==> config.mk <==
export PLATFORM = sky130hd
export DESIGN_NAME = bus_share_arb
export DESIGN_NICKNAME = d
export VERILOG_FILES = /design/src/rtl/bus_share_arb.sv
export SDC_FILE = /design/constraint.sdc
export NUM_CORES = 1
export LEC_CHECK = 0
export ABC_AREA = 1
export BUFFER_PORTS_ARGS = -buffer_cell sky130_fd_sc_hd__buf_2
export CORE_AREA = 8 8 215 196
export DETAILED_ROUTE_END_ITERATION = 10
export DIE_AREA = 0 0 223 204
export GPL_ROUTABILITY_DRIVEN = 0
export PLACE_DENSITY = 0.52
export SLEW_MARGIN = 20
export SYNTH_ARGS = -nofsm -noshare
export SYNTH_HDL_FRONTEND = slang
export SYNTH_SLANG_ARGS = --single-unit
==> constraint.sdc <==
create_clock -name clk -period 2.25 [get_ports clk]
set_clock_uncertainty 0.2 [all_clocks]
set_input_delay 0.225 -clock clk [delete_from_list [all_inputs] [get_ports clk]]
set_output_delay 0.225 -clock clk [all_outputs]
set_load 0.05 [all_outputs]
==> src/rtl/bus_share_arb.sv <==
module bus_share_arb #(
  parameter int DW    = 8,
  parameter int AW    = 5,
  parameter int NSLOT = 6
) (
  input  logic               clk,
  input  logic               rst_n,
  input  logic [NSLOT*DW-1:0] disp_src,
  output logic [NSLOT-1:0]   disp_stb,
  input  logic               host_req,
  input  logic               host_wr,
  input  logic [AW-1:0]      host_addr,
  output logic               host_rdy,
  output logic               buf_en,
  output logic               buf_to_host,
  output logic [DW-1:0]      pad_out,
  output logic               pad_oe,
  input  logic [DW-1:0]      pad_in
);

  localparam int NREG = 1 << AW;
  localparam int SW   = (NSLOT > 1) ? $clog2(NSLOT) : 1;

  typedef enum logic [2:0] {
    S_IDLE, S_DSET, S_DSTB, S_DHLD, S_HOPN, S_HDON
  } st_t;

  st_t             st;
  logic [SW-1:0]   slot;
  logic            go_host;
  logic [DW-1:0]   disp_q;
  logic            h_wr;
  logic [AW-1:0]   h_addr;
  logic [DW-1:0]   regs [NREG];

  wire [SW-1:0] slot_nx  = (slot == SW'(NSLOT - 1)) ? '0 : slot + 1'b1;
  wire          disp_drv = (st == S_DSET) || (st == S_DSTB) || (st == S_DHLD);
  wire          host_on  = (st == S_HOPN) || (st == S_HDON);
  wire          host_rd  = host_on && !h_wr;

  always_ff @(posedge clk) begin
    if (!rst_n) begin
      st      <= S_IDLE;
      slot    <= '0;
      go_host <= 1'b0;
      disp_q  <= '0;
      h_wr    <= 1'b0;
      h_addr  <= '0;
      for (int i = 0; i < NREG; i++) regs[i] <= '0;
    end else begin
      case (st)
        S_IDLE: begin
          if (go_host) begin
            st      <= S_HOPN;
            go_host <= 1'b0;
            h_wr    <= host_wr;
            h_addr  <= host_addr;
          end else begin
            st     <= S_DSET;
            disp_q <= disp_src[int'(slot)*DW +: DW];
          end
        end
        S_DSET: st <= S_DSTB;
        S_DSTB: st <= S_DHLD;
        S_DHLD: begin
          slot <= slot_nx;
          if (host_req) begin
            go_host <= 1'b1;
            st      <= S_IDLE;
          end else begin
            st     <= S_DSET;
            disp_q <= disp_src[int'(slot_nx)*DW +: DW];
          end
        end
        S_HOPN: st <= S_HDON;
        S_HDON: begin
          if (h_wr) regs[h_addr] <= pad_in;
          st <= S_IDLE;
        end
        default: st <= S_IDLE;
      endcase
    end
  end

  assign disp_stb    = (st == S_DSTB) ? (NSLOT'(1) << slot) : '0;
  assign host_rdy    = (st == S_HDON);
  assign buf_en      = host_on;
  assign buf_to_host = host_rd;
  assign pad_oe      = disp_drv || host_rd;
  assign pad_out     = disp_drv ? disp_q : (host_rd ? regs[h_addr] : '0);


  no_contend_chk: assert property (@(posedge clk) disable iff (!rst_n)
    buf_en |-> (disp_stb == '0));


  stb_onehot_chk: assert property (@(posedge clk) disable iff (!rst_n)
    $onehot0(disp_stb));


  stb_setup_chk: assert property (@(posedge clk) disable iff (!rst_n)
    (|disp_stb) |-> (pad_oe && $stable(pad_out) && $past(pad_oe) && !$past(buf_en)));


  stb_hold_chk: assert property (@(posedge clk) disable iff (!rst_n)
    (|disp_stb) |=> (pad_oe && !buf_en && $stable(pad_out) && disp_stb == '0));


  rd_drive_chk: assert property (@(posedge clk) disable iff (!rst_n)
    (buf_en && buf_to_host) |-> pad_oe);


  wr_release_chk: assert property (@(posedge clk) disable iff (!rst_n)
    (buf_en && !buf_to_host) |-> !pad_oe);


  turn_open_chk: assert property (@(posedge clk) disable iff (!rst_n)
    $rose(buf_en) |-> !$past(pad_oe));


  turn_close_chk: assert property (@(posedge clk) disable iff (!rst_n)
    $fell(buf_en) |-> (!pad_oe && disp_stb == '0));


  rdy_pulse_chk: assert property (@(posedge clk) disable iff (!rst_n)
    host_rdy |=> !host_rdy);


  req_grant_chk: assert property (@(posedge clk) disable iff (!rst_n)
    (|disp_stb) |=> !buf_en);

endmodule

## Word level (Yosys, flattened, before mapping)

Memories as Yosys holds them, arrays and structs flattened. A register that Yosys moved wholly into a read port is not among the register bits.
Cells that the tools add are included.
W data, S select, Z words.

| storage, ports and cells | value |
|---|---|
| memories | 1 |
| bits in latches | 0 |
| bits in registers | 21 |
| input bits | 65 |
| RAM bits | 256 |
| logic and storage cells | 54 |
| bits in read-only memories | 0 |
| output and inout bits | 18 |

| cells by class | value |
|---|---|
| bitwise operators | 0 |
| multiply operators | 0 |
| equality and inequality tests | 9 |
| divide/modulo/power cells | 0 |
| add/sub/neg operators | 1 |
| magnitude comparators | 0 |
| muxes and demuxes | 22 |
| reduce and logical (&&, ||, !) cells | 12 |
| shift operators | 3 |

Memory list:

| name | words | bits a word | read ports | clocked after Yosys merged registers in | wr ports | line | text |
|---|---|---|---|---|---|---|---|
| regs | 32 | 8 | 1 | 1 | 32 | 34 | `logic [DW-1:0] regs [NREG];` |

Operators with widths:

| kind | number |
|---|---|
| $shiftx A48 B7 Y8 | 2 |
| $mux W8 | 5 |
| $pmux W8 S2 | 1 |
| $mux W5 | 3 |
| $pmux W3 S5 | 1 |
| $eq A3 B3 Y1 const B | 3 |
| $mux W1 | 8 |
| $reduce_or A8 Y1 | 1 |
| $eq A3 B2 Y1 const B | 2 |
| $mux W3 | 2 |
| $mux W6 | 1 |
| $ne A2 B2 Y1 const B | 3 |
| $shl A1 B3 Y6 const A | 1 |
| $logic_or A1 B1 Y1 | 4 |
| $reduce_and A2 Y1 | 2 |
| $add A3 B1 Y3 const B | 1 |
| $eq A3 B1 Y1 const B | 1 |
| $logic_not A3 Y1 | 1 |
| $reduce_and A3 Y1 | 1 |
| $pmux W1 S2 | 1 |
| $reduce_bool A2 Y1 | 1 |
| $logic_and A1 B1 Y1 | 1 |
| $logic_not A1 Y1 | 1 |

## Logic depth before layout (Yosys ltp)

Gate-level depths: netlist (run 1).

| logic depth | value |
|---|---|
| depth after elaboration | 6 |
| gate-level depth with buffers | 11 |
| mapped depth without buffers | 10 |

## Worst setup path before layout (run 1)

Ideal clock, no wire load.

| timing path | value |
|---|---|
| path type | register to register |
| start | register st[2] |
| end | memory regs[0][0] (enable) |
| path buffers | 0 |
| setup time | 329 ps |
| data required time | 1,721 ps |
| stages on the path, launching flop included | 9 |
| path slack | -1,048 ps |
| arrival | 2,769 ps |
| period minus slack after synthesis | 3,298 ps |
| path through | dfxtp_1 -> inv_1 -> nor2_2 -> inv_1 -> nor2_2 -> nand3_1 -> nor3_4 -> nand2_2 -> nand2_1 |

RTL lines:

| element | line | text |
|---|---|---|
| from (decl) | 28 | `st_t st;` |
| from (signal assigned) | 43 | `st <= S_IDLE;` |
| from (signal assigned) | 54 | `st <= S_HOPN;` |
| from (signal assigned) | 59 | `st <= S_DSET;` |
| to (decl) | 34 |  |

==> results of run 1 <==
tightest hold or removal path, stage by stage:
cell and delay [ns]:
buf_4 0.13, buf_12 0.22, nand2_1 0.12, nor2_1 0.05
where the power goes:
part / leakage (nW) / total (mW) / switching [mW] / internal (mW)
registers: 2.86 / 5.99 / 0.0861 / 5.90
clock network: 0.527 / 5.38 / 2.10 / 3.28
logic: 3.84 / 1.43 / 0.922 / 0.505
worst min-delay path by stage:
stage,slack [ns],start,endpoint
CTS,0.04,rst_n,st[1]
finish,0.05,rst_n,st[1]
detailed placement,0.28,go_host,go_host
floorplan,0.17,host_wr,h_wr
global route,0.07,rst_n,disp_q[1]
global placement,0.27,go_host,go_host
timing repair:
item,in CTS,in global routing
hold buffers,55,0
hold endpoints to repair,21,0
gates resized for setup,60,45
buffers inserted,1,1
cloned,1,3
pin swaps,1,12
endpoints found under the setup margin,9,174
Yosys cell counts (all sizes together):
cell    instances  area, um^2
nor3           16         125
ha              1        12.5
nor2          277        1040
nand3         229        1150
inv            49         184
a211oi          1        7.51
buf            10        37.5
a31oi           1        6.26
nand2         513        2010
clkinv          1        3.75
dfxtp          26         521
a21oi          22         110
o21ai          14        70.1
edfxtp        256        7690
clkbuf         76         285
state kept, by name, indices dropped and copies added (netlist names), named ones only:
name	count
disp_q	8
h_wr	1
st	3
h_addr	5
go_host	1
slot	3
regs	256
stage by stage:
stage	hold WS, ns	power [mW]	util, %
floorplan	0.168	6.82	-
finish	0.0473	12.8	44.5
global route	0.0711	13.2	44.5
CTS	0.0391	12.8	43.8
detailed placement	0.278	7.31	39.0
global placement	0.273	7.30	39.0
area by class of cell:
class / count / area [um^2]
timing repair buffer: 236 / 2110
sequential: 282 / 8220
fill: 3670 / 21500
tap: 497 / 622
inverter: 50 / 195
multi-input combinational: 1074 / 5040
clock inverter: 17 / 211
clock buffer: 41 / 873
kinds of logic (layout without fill, tap and decap cells):
family,count (synthesis),count (layout)
compound gates,38,38
fa+ha+maj,1,1
buf+inv,136,344
flops,282,282
simple gates,1035,1035
layer usage:
metal / wire length [um] / vias up / part of all wire (%)
met5: 0 / - / 0
met4: 942 / 0 / 2.3
met3: 2400 / 57 / 5.9
met2: 18900 / 351 / 47
met1: 18400 / 5238 / 45
li1: - / 5307 / -
==> impl_metrics.csv, run 1 <==
group,metric,value,unit
outcome,outcome,"complete, but fails checks",
outcome,failed_checks,"negative setup slack",
synthesis,yosys.area_share.simple,32.6,%
clock_network,clkLatencyLatePin,0.56,ns
setup_path,worst_setup_path_end_kind,"primary output",
clock_network,cts_buffer_depth,3,
synthesis,synth-adder-area-share,0.0945,%
setup_path,path_buf_inv,3,
drt,drt_iter0_drc,1090,
global_route,busiest_layer,"met2",
clock_network,cts_sinks,282,
global_route,grt_max_degree,48,
clock_network,cts_tree,"done",
place,dp_hpwl,26200,um
setup_path,critPathCapture,"pad_out[3]",
global_route,first_global_vias,11004,
sta,worst_pin_slew,0.578,ns
synthesis,yosys_warnings,0,
synthesis,synth-seq-cells,282,
global_route,met1_usage,23.6,%
setup_path,timing.rr.start,"st[2]",
die,core-area,38800,um^2
global_route,grt_remaining_overflow,0,
setup_path,regToRegSetupSlack,0.12,ns
hold_path,holdPathStages,4,
die,ios,83,
global_route,grt_pass1_wl,63000,um
synthesis,yosys-mux-area-fraction,0,%
sta,rsz0062_at_grt,"true",
finish,final_cells,2197,
place,io_buffers,82,
place,dp_cells,2078,
sta,final.setup.tns,-3.02,ns
finish,diodes,0,
setup_path,critical_path_peak_fanout,16,
synthesis,synthesis.area,13200,um^2
setup_path,cp_num_cells,11,
setup_path,cp.arrival,2.22,ns
finish,final_common_cell,"nand2_1",
sta,finalCriticalPeriod,2.64,ns
sta,setup_viol,8,
sta,fmax,378,MHz
setup_path,max_stage_delay,0.41,ns
setup_path,start_kind,"flip-flop",
drt,wl_per_cell,18.5,um
power,power_density,741,nW/um^2
synthesis,synth_top_family_by_area,"simple AND/OR/NAND/NOR gates",
global_route,track_usage,17.4,%
drt,routed_wl,40700,um
setup_path,path_delay_family,"simple AND/OR/NAND/NOR gates",
sta,finalHoldViolations,0,
finish,nets,1741,
clock_network,cts_htree_levels,1,
finish,areaGrowthSynthToFinish,30.3,%
sta,max-slew-margin-rel,61.4,%
global_route,antenna_found_initial,0,
power,vdd_drop_max,0.000603,V
setup_path,crit_type,"flip-flop to primary output",
clock_network,numCtsBuffers,31,
drt,dr.pass1.iters,5,
sta,report.final.slew_viol_count,0,
flow_run,drv_cap,0,
setup_path,r2r_cells,9,
die,rows,69,
drt,antenna_left,0,
drt,drc,0,
synthesis,synth_compound_area_share,1.46,%
die,die_height,204,um
finish,most-common-layout-cells,"nand2_1 (437), nor2_1 (271), edfxtp_1 (256)",
power,p_leak,7.23,nW
setup_path,cpMaxStageDelayCell,"dfxtp_4",
synthesis,synth_xor_xnor_area_share,0,%
die,die_area,45500,um^2
place,placed_cell_area,15100,um^2
synthesis,synth.distinct_cells,19,
global_route,met2_usage,28.9,%
sta,worst_slack,-0.393,ns
clock_network,clk_pin_slew,0.06,ns
setup_path,cp_cell_sequence,"buf_12, buf_12, nand2_1, nand3_1, nand3_2, nand2_1, nand2_1, nand3_1, nand3_2, nand2_4, buf_12",
synthesis,syn_inst,1492,
global_route,gr-usage-met3,2.85,%
synthesis,seq_area_frac_synth,62.0,%
sta,period_share,117,%
synthesis,synth.avg_cell_area,8.88,um^2
synthesis,syn-num-nets,1558,
place,post-place-ws,-0.0716,ns
finish,fin_area,17300,um^2
hold_path,hold_path.class,"input port to flip-flop",
drt,vias,10953,
clock_network,cts.root.buffer_cell,"clkbuf_16",
finish,layout-drive-gt1-share,21.2,%
setup_path,r2r-end,"regs[24][5]",
setup_path,cp_data_required_time,1.82,ns
drt,vias_per_cell,4.99,
die,start_util,34.2,%
die,die_w,223,um
No activity file was read; power rests on OpenSTA's default activity.
==> run 2: changes to the inputs <==
--- a/config.mk
+++ b/config.mk
@@ -7,9 +7,9 @@
 export LEC_CHECK = 0
 export ABC_AREA = 1
 export BUFFER_PORTS_ARGS = -buffer_cell sky130_fd_sc_hd__buf_2
-export CORE_AREA = 8 8 215 196
+export CORE_AREA = 2 2 209 190
 export DETAILED_ROUTE_END_ITERATION = 10
-export DIE_AREA = 0 0 223 204
+export DIE_AREA = 0 0 211 192
 export GPL_ROUTABILITY_DRIVEN = 0
 export PLACE_DENSITY = 0.52
 export SLEW_MARGIN = 20
==> run 2 against run 1 <==
  * The run still ends with negative setup slack left
  * Setup slack got worse by 0.011 ns
  * Final area rose by 3.3%
  * Sequential share of layout area fell by 1.5 points
  * Power rose by 0.69%
  * Largest cell class unchanged
  * Largest power group unchanged
==> impl_metrics.csv, run 2 (synthesis gave the netlist of run 1 again) <==
group,metric,value,unit
setup_path,cpMostUsedCell,"nand2_2",
setup_path,cp_data_required_time,1.82,ns
die,die_height,192,um
finish,regMostFlops,"regs",
sta,worst_pin_slew,0.559,ns
clock_network,cts_tree,"done",
drt,wl_per_cell,19.8,um
setup_path,start_kind,"flip-flop",
global_route,busiest_layer,"met2",
die,rows,68,
power,p_seq_share,46.5,%
finish,layout-drive-gt1-share,24.7,%
drt,routed_wl,43700,um
power,p_leak,7.52,nW
clock_network,clkLatencyLatePin,0.51,ns
die,die_w,211,um
setup_path,path_delay_family,"simple AND/OR/NAND/NOR gates",
sta,fmax,377,MHz
die,die_area,40500,um^2
sta,final.setup.tns,-3.09,ns
power,swShare,24.7,%
outcome,outcome,"complete, but fails checks",
power,p_int,9.71,mW
power,power_density,722,nW/um^2
place,dp_hpwl,25800,um
clock_network,numCtsBuffers,35,
clock_network,clk_pin_slew,0.06,ns
finish,diodes,0,
sta,rsz0062_at_grt,"true",
power,pwr-share-clk,42.4,%
setup_path,cp_cell_sequence,"buf_12, buf_16, buf_12, nand2_2, nand3_4, nand3_2, nand2_2, nand2_2, nand3_2, nand3_4, nand2_4, buf_8",
clock_network,cts_htree_levels,2,
finish,most-common-layout-cells,"nand2_1 (411), nor2_1 (273), edfxtp_1 (256)",
finish,largestRegisters,"regs x256, disp_q x8, h_addr x5",
place,io_buffers,82,
global_route,grt_max_degree,48,
die,ios,83,
global_route,gr-usage-met3,2.83,%
die,core-area,38200,um^2
finish,areaGrowthSynthToFinish,34.7,%
drt,vias_per_cell,5.15,
setup_path,crit_type,"flip-flop to primary output",
global_route,met1_usage,27.8,%
outcome,failed_checks,"negative setup slack",
setup_path,critical_path_peak_fanout,8,
sta,finalCriticalPeriod,2.65,ns
power,total_power,12.9,mW
global_route,grt_pass1_wl,64600,um
sta,period_share,118,%
drt,vias,11342,
flow_run,drv_cap,0,
finish,largest_reg_flops,256,
setup_path,cpMaxStageDelayCell,"dfxtp_4",
global_route,grt_remaining_overflow,0,
global_route,track_usage,21.0,%
power,pwr-share-comb,11.0,%
sta,finalHoldViolations,0,
sta,max-slew-margin-rel,62.7,%
clock_network,cts_sinks,282,
sta,worst_slack,-0.404,ns
finish,final_common_cell,"nand2_1",
setup_path,worst_setup_path_end_kind,"primary output",
drt,antenna_left,0,
setup_path,max_stage_delay,0.36,ns
global_route,met2_usage,35.6,%
place,placed_cell_area,15100,um^2
finish,fin_area,17800,um^2
drt,dr.pass1.iters,5,
global_route,antenna_found_initial,1,
setup_path,cp.arrival,2.23,ns
power,vdd_drop_max,0.000546,V
power,p_switching,3.18,mW
global_route,first_global_vias,11202,
drt,drt_iter0_drc,1013,
setup_path,path_buf_inv,4,
drt,drc,0,
clock_network,cts_buffer_depth,3,
sta,setup_viol,8,
finish,nets,1754,
hold_path,hold_path.class,"input port to flip-flop",
sta,report.final.slew_viol_count,0,
clock_network,cts.root.buffer_cell,"clkbuf_16",
die,start_util,34.7,%
## run 2: final cells by class
type                       instances  area, um^2
fill                            3543       20400
sequential                       282        8210
multi-input combinational       1074        5280
timing repair buffer             244        2390
clock buffer                      49         991
tap                              490         613
inverter                          50         214
clock inverter                    13         118
timing repair inverter             1        11.3
## run 2: power by group through the flow
stage	Sequential [mW]	Clock, mW	Combinational (mW)
global placement	6.10	0	1.19
floorplan	6.07	0	0.759
global route	6.01	5.75	1.55
finish	6.00	5.47	1.42
detailed placement	6.10	0	1.19
CTS	5.99	5.55	1.35
## run 2: worst min-delay path, stage by stage
cell and delay (ns):
buf_2 0.09, inv_1 0.04, nand2_1 0.05, nand3_1 0.06, nand2_1 0.06, nand2_1 0.07, a21oi_1 0.06
## run 2: path summary, 6_finish.rpt
path,start,end,cells after the start,slack (ns)
min,disp_src[27],disp_q[3],7,0.0008
max,flip-flop,pad_out[0],12,-0.40
min reg2reg,go_host,go_host,2,0.29
max reg2reg,st[2],regs[23][2],10,0.13
## run 2: what timing repair did
item,in CTS,in global routing
setup endpoints to repair,8,91
pin swaps,4,38
endpoints found under the hold margin,17,0
hold buffers,49,0
gates cloned,6,12
setup buffers,3,0
gates resized for setup,61,101
## run 2: metal layers
metal | wire, um | vias up
li1 | - | 5349
met1 | 18700 | 5488
met2 | 21000 | 418
met3 | 2760 | 85
met4 | 1320 | 2
met5 | 11 | -
## run 2: metrics by stage
stage | hold slack (ns) | setup WS [ns] | util (%) | std cells
6_report | 0.000836 | -0.404 | 46.7 | 2203
3_3_place_gp | 0.271 | -0.0146 | 39.5 | 2071
3_5_place_dp | 0.278 | -0.00129 | 39.5 | 2071
4_1_cts | 0.00167 | -0.393 | 44.8 | 2191
2_1_floorplan | 0.168 | -0.385 | - | 1492
5_1_grt | 0.0301 | -0.472 | 46.7 | 2203
==> run 3: changes to the inputs <==
--- a/config.mk
+++ b/config.mk
@@ -12,6 +12,7 @@
 export DIE_AREA = 0 0 211 192
 export GPL_ROUTABILITY_DRIVEN = 0
 export PLACE_DENSITY = 0.52
+export RECOVER_POWER = 50
 export SLEW_MARGIN = 20
 export SYNTH_ARGS = -nofsm -noshare
 export SYNTH_HDL_FRONTEND = slang
==> run 3 against run 2 <==
  * The run ends with negative hold slack, negative setup slack left
  * Register-to-register slack lost 0.34 ns
  * First-iteration DRC count shrank 3.7%
  * Flip-flop and latch count is the same
  * Global-route usage is the same
  * Largest power group unchanged
  * Critical endpoint is now pad_out[7]
  * Fmax is essentially flat
==> impl_metrics.csv, run 3 (synthesis gave the netlist of run 1 again) <==
group,metric,value,unit
finish,layout-drive-gt1-share,24.3,%
drt,vias,11306,
global_route,grt_max_degree,48,
clock_network,numCtsBuffers,35,
die,die_area,40500,um^2
sta,fmax,377,MHz
outcome,failed_checks,"negative hold slack, negative setup slack",
die,die_w,211,um
outcome,outcome,"complete, but fails checks",
finish,regMostFlops,"regs",
drt,dr.pass1.iters,5,
setup_path,max_stage_delay,0.36,ns
clock_network,cts_tree,"done",
finish,diodes,0,
finish,most-common-layout-cells,"nand2_1 (411), nor2_1 (274), edfxtp_1 (256)",
sta,finalHoldViolations,1,
power,vdd_drop_max,0.000551,V
finish,nets,1754,
drt,drt_iter0_drc,976,
clock_network,cts_buffer_depth,3,
sta,worst_pin_slew,0.589,ns
clock_network,cts_htree_levels,2,
drt,vias_per_cell,5.13,
global_route,antenna_found_initial,1,
sta,max-slew-margin-rel,60.9,%
finish,largestRegisters,"regs x256, disp_q x8, h_addr x5",
finish,final_cells,2203,
global_route,grt_pass1_wl,64600,um
sta,report.final.slew_viol_count,0,
global_route,track_usage,21.0,%
sta,holdWs,-0.00292,ns
finish,fin_util,46.4,%
clock_network,clk_pin_slew,0.06,ns
sta,worst_slack,-0.405,ns
finish,final_common_cell,"nand2_1",
setup_path,cp_cell_sequence,"buf_12, buf_16, buf_12, nand2_4, nand3_4, nand3_2, nand2_2, nand2_2, nand3_2, nand3_2, nand2_2, buf_8",
die,start_util,34.7,%
setup_path,cp.arrival,2.23,ns
setup_path,critical_path_peak_fanout,8,
power,power_density,726,nW/um^2
setup_path,cpMaxStageDelayCell,"dfxtp_4",
hold_path,hold_path.class,"input port to flip-flop",
place,post-place-ws,-0.00129,ns
finish,areaGrowthSynthToFinish,33.9,%
die,die_height,192,um
clock_network,cts.root.buffer_cell,"clkbuf_16",
sta,period_share,118,%
power,total_power,12.9,mW
sta,rsz0062_at_grt,"true",
die,core-area,38200,um^2
die,ios,83,
sta,finalCriticalPeriod,2.66,ns
clock_network,clkLatencyLatePin,0.51,ns
die,rows,68,
place,placed_cell_area,15100,um^2
place,io_buffers,82,
sta,final.setup.tns,-29.80,ns
drt,routed_wl,43600,um
setup_path,cp_data_required_time,1.82,ns
flow_run,drv_cap,0,
global_route,first_global_vias,11202,
global_route,grt_remaining_overflow,0,
place,dp_hpwl,25800,um
finish,fin_area,17700,um^2
setup_path,worst_setup_path_end_kind,"primary output",
drt,wl_per_cell,19.8,um
setup_path,crit_type,"flip-flop to primary output",
finish,largest_reg_flops,256,
finish,fill_cells,3562,
setup_path,start_kind,"flip-flop",
sta,setup_viol,310,
power,p_leak,7.43,nW
drt,drc,0,
clock_network,cts_sinks,282,
place,dp_cells,2071,
drt,antenna_left,0,
## run 3: worst paths after layout
| path | slack, ns | from | end | depth (start not counted) |
|---|---|---|---|---|
| worst max-delay path | -0.41 | flip-flop | pad_out[7] | 12 |
| worst min-delay path | -0.003 | disp_src[27] | disp_q[3] | 7 |
| worst max register to register | -0.21 | st[2] | regs[28][6] | 10 |
| worst min register to register | 0.29 | go_host | go_host | 2 |
## run 3: timing repair
action                                 CTS  global route
pin swaps                                4            38
cloned                                   6            12
buffers inserted                         3             0
hold buffers                            49             0
setup endpoints to repair                8            91
gates resized for setup                 61           101
endpoints found under the hold margin   17             0
## run 3: report_power, final
part | internal [mW] | switching [mW] | total [mW] | leakage, nW
Combinational | 0.487 | 0.923 | 1.41 | 4.04
Clock | 3.30 | 2.17 | 5.47 | 0.540
Sequential | 5.90 | 0.0903 | 5.99 | 2.86
## run 3: per-layer routing
metal,up-vias,routed length [um],track usage (%)
li1,5354,-,-
met1,5441,18500,27.8
met2,423,20800,35.6
met3,86,2940,2.83
met4,2,1340,7.12
met5,-,13,0
## run 3: cell type report
type,instances,area (um^2),share of cell area [%]
flip-flops and latches,282,8210,46.3
clock buffers,49,991,5.59
inverters,50,214,1.21
repair inverters,1,11.3,0.0635
multi-input cells,1074,5230,29.5
well taps,490,613,3.46
clock inverters,13,118,0.663
repair buffers,244,2340,13.2
## run 3: critical path, delay by kind of cell (launching register included)
| kind | cells | cell delay, ns |
|---|---|---|
| simple gates | 8 | 0.70 |
| flops | 1 | 0.36 |
| buf+inv | 4 | 0.65 |
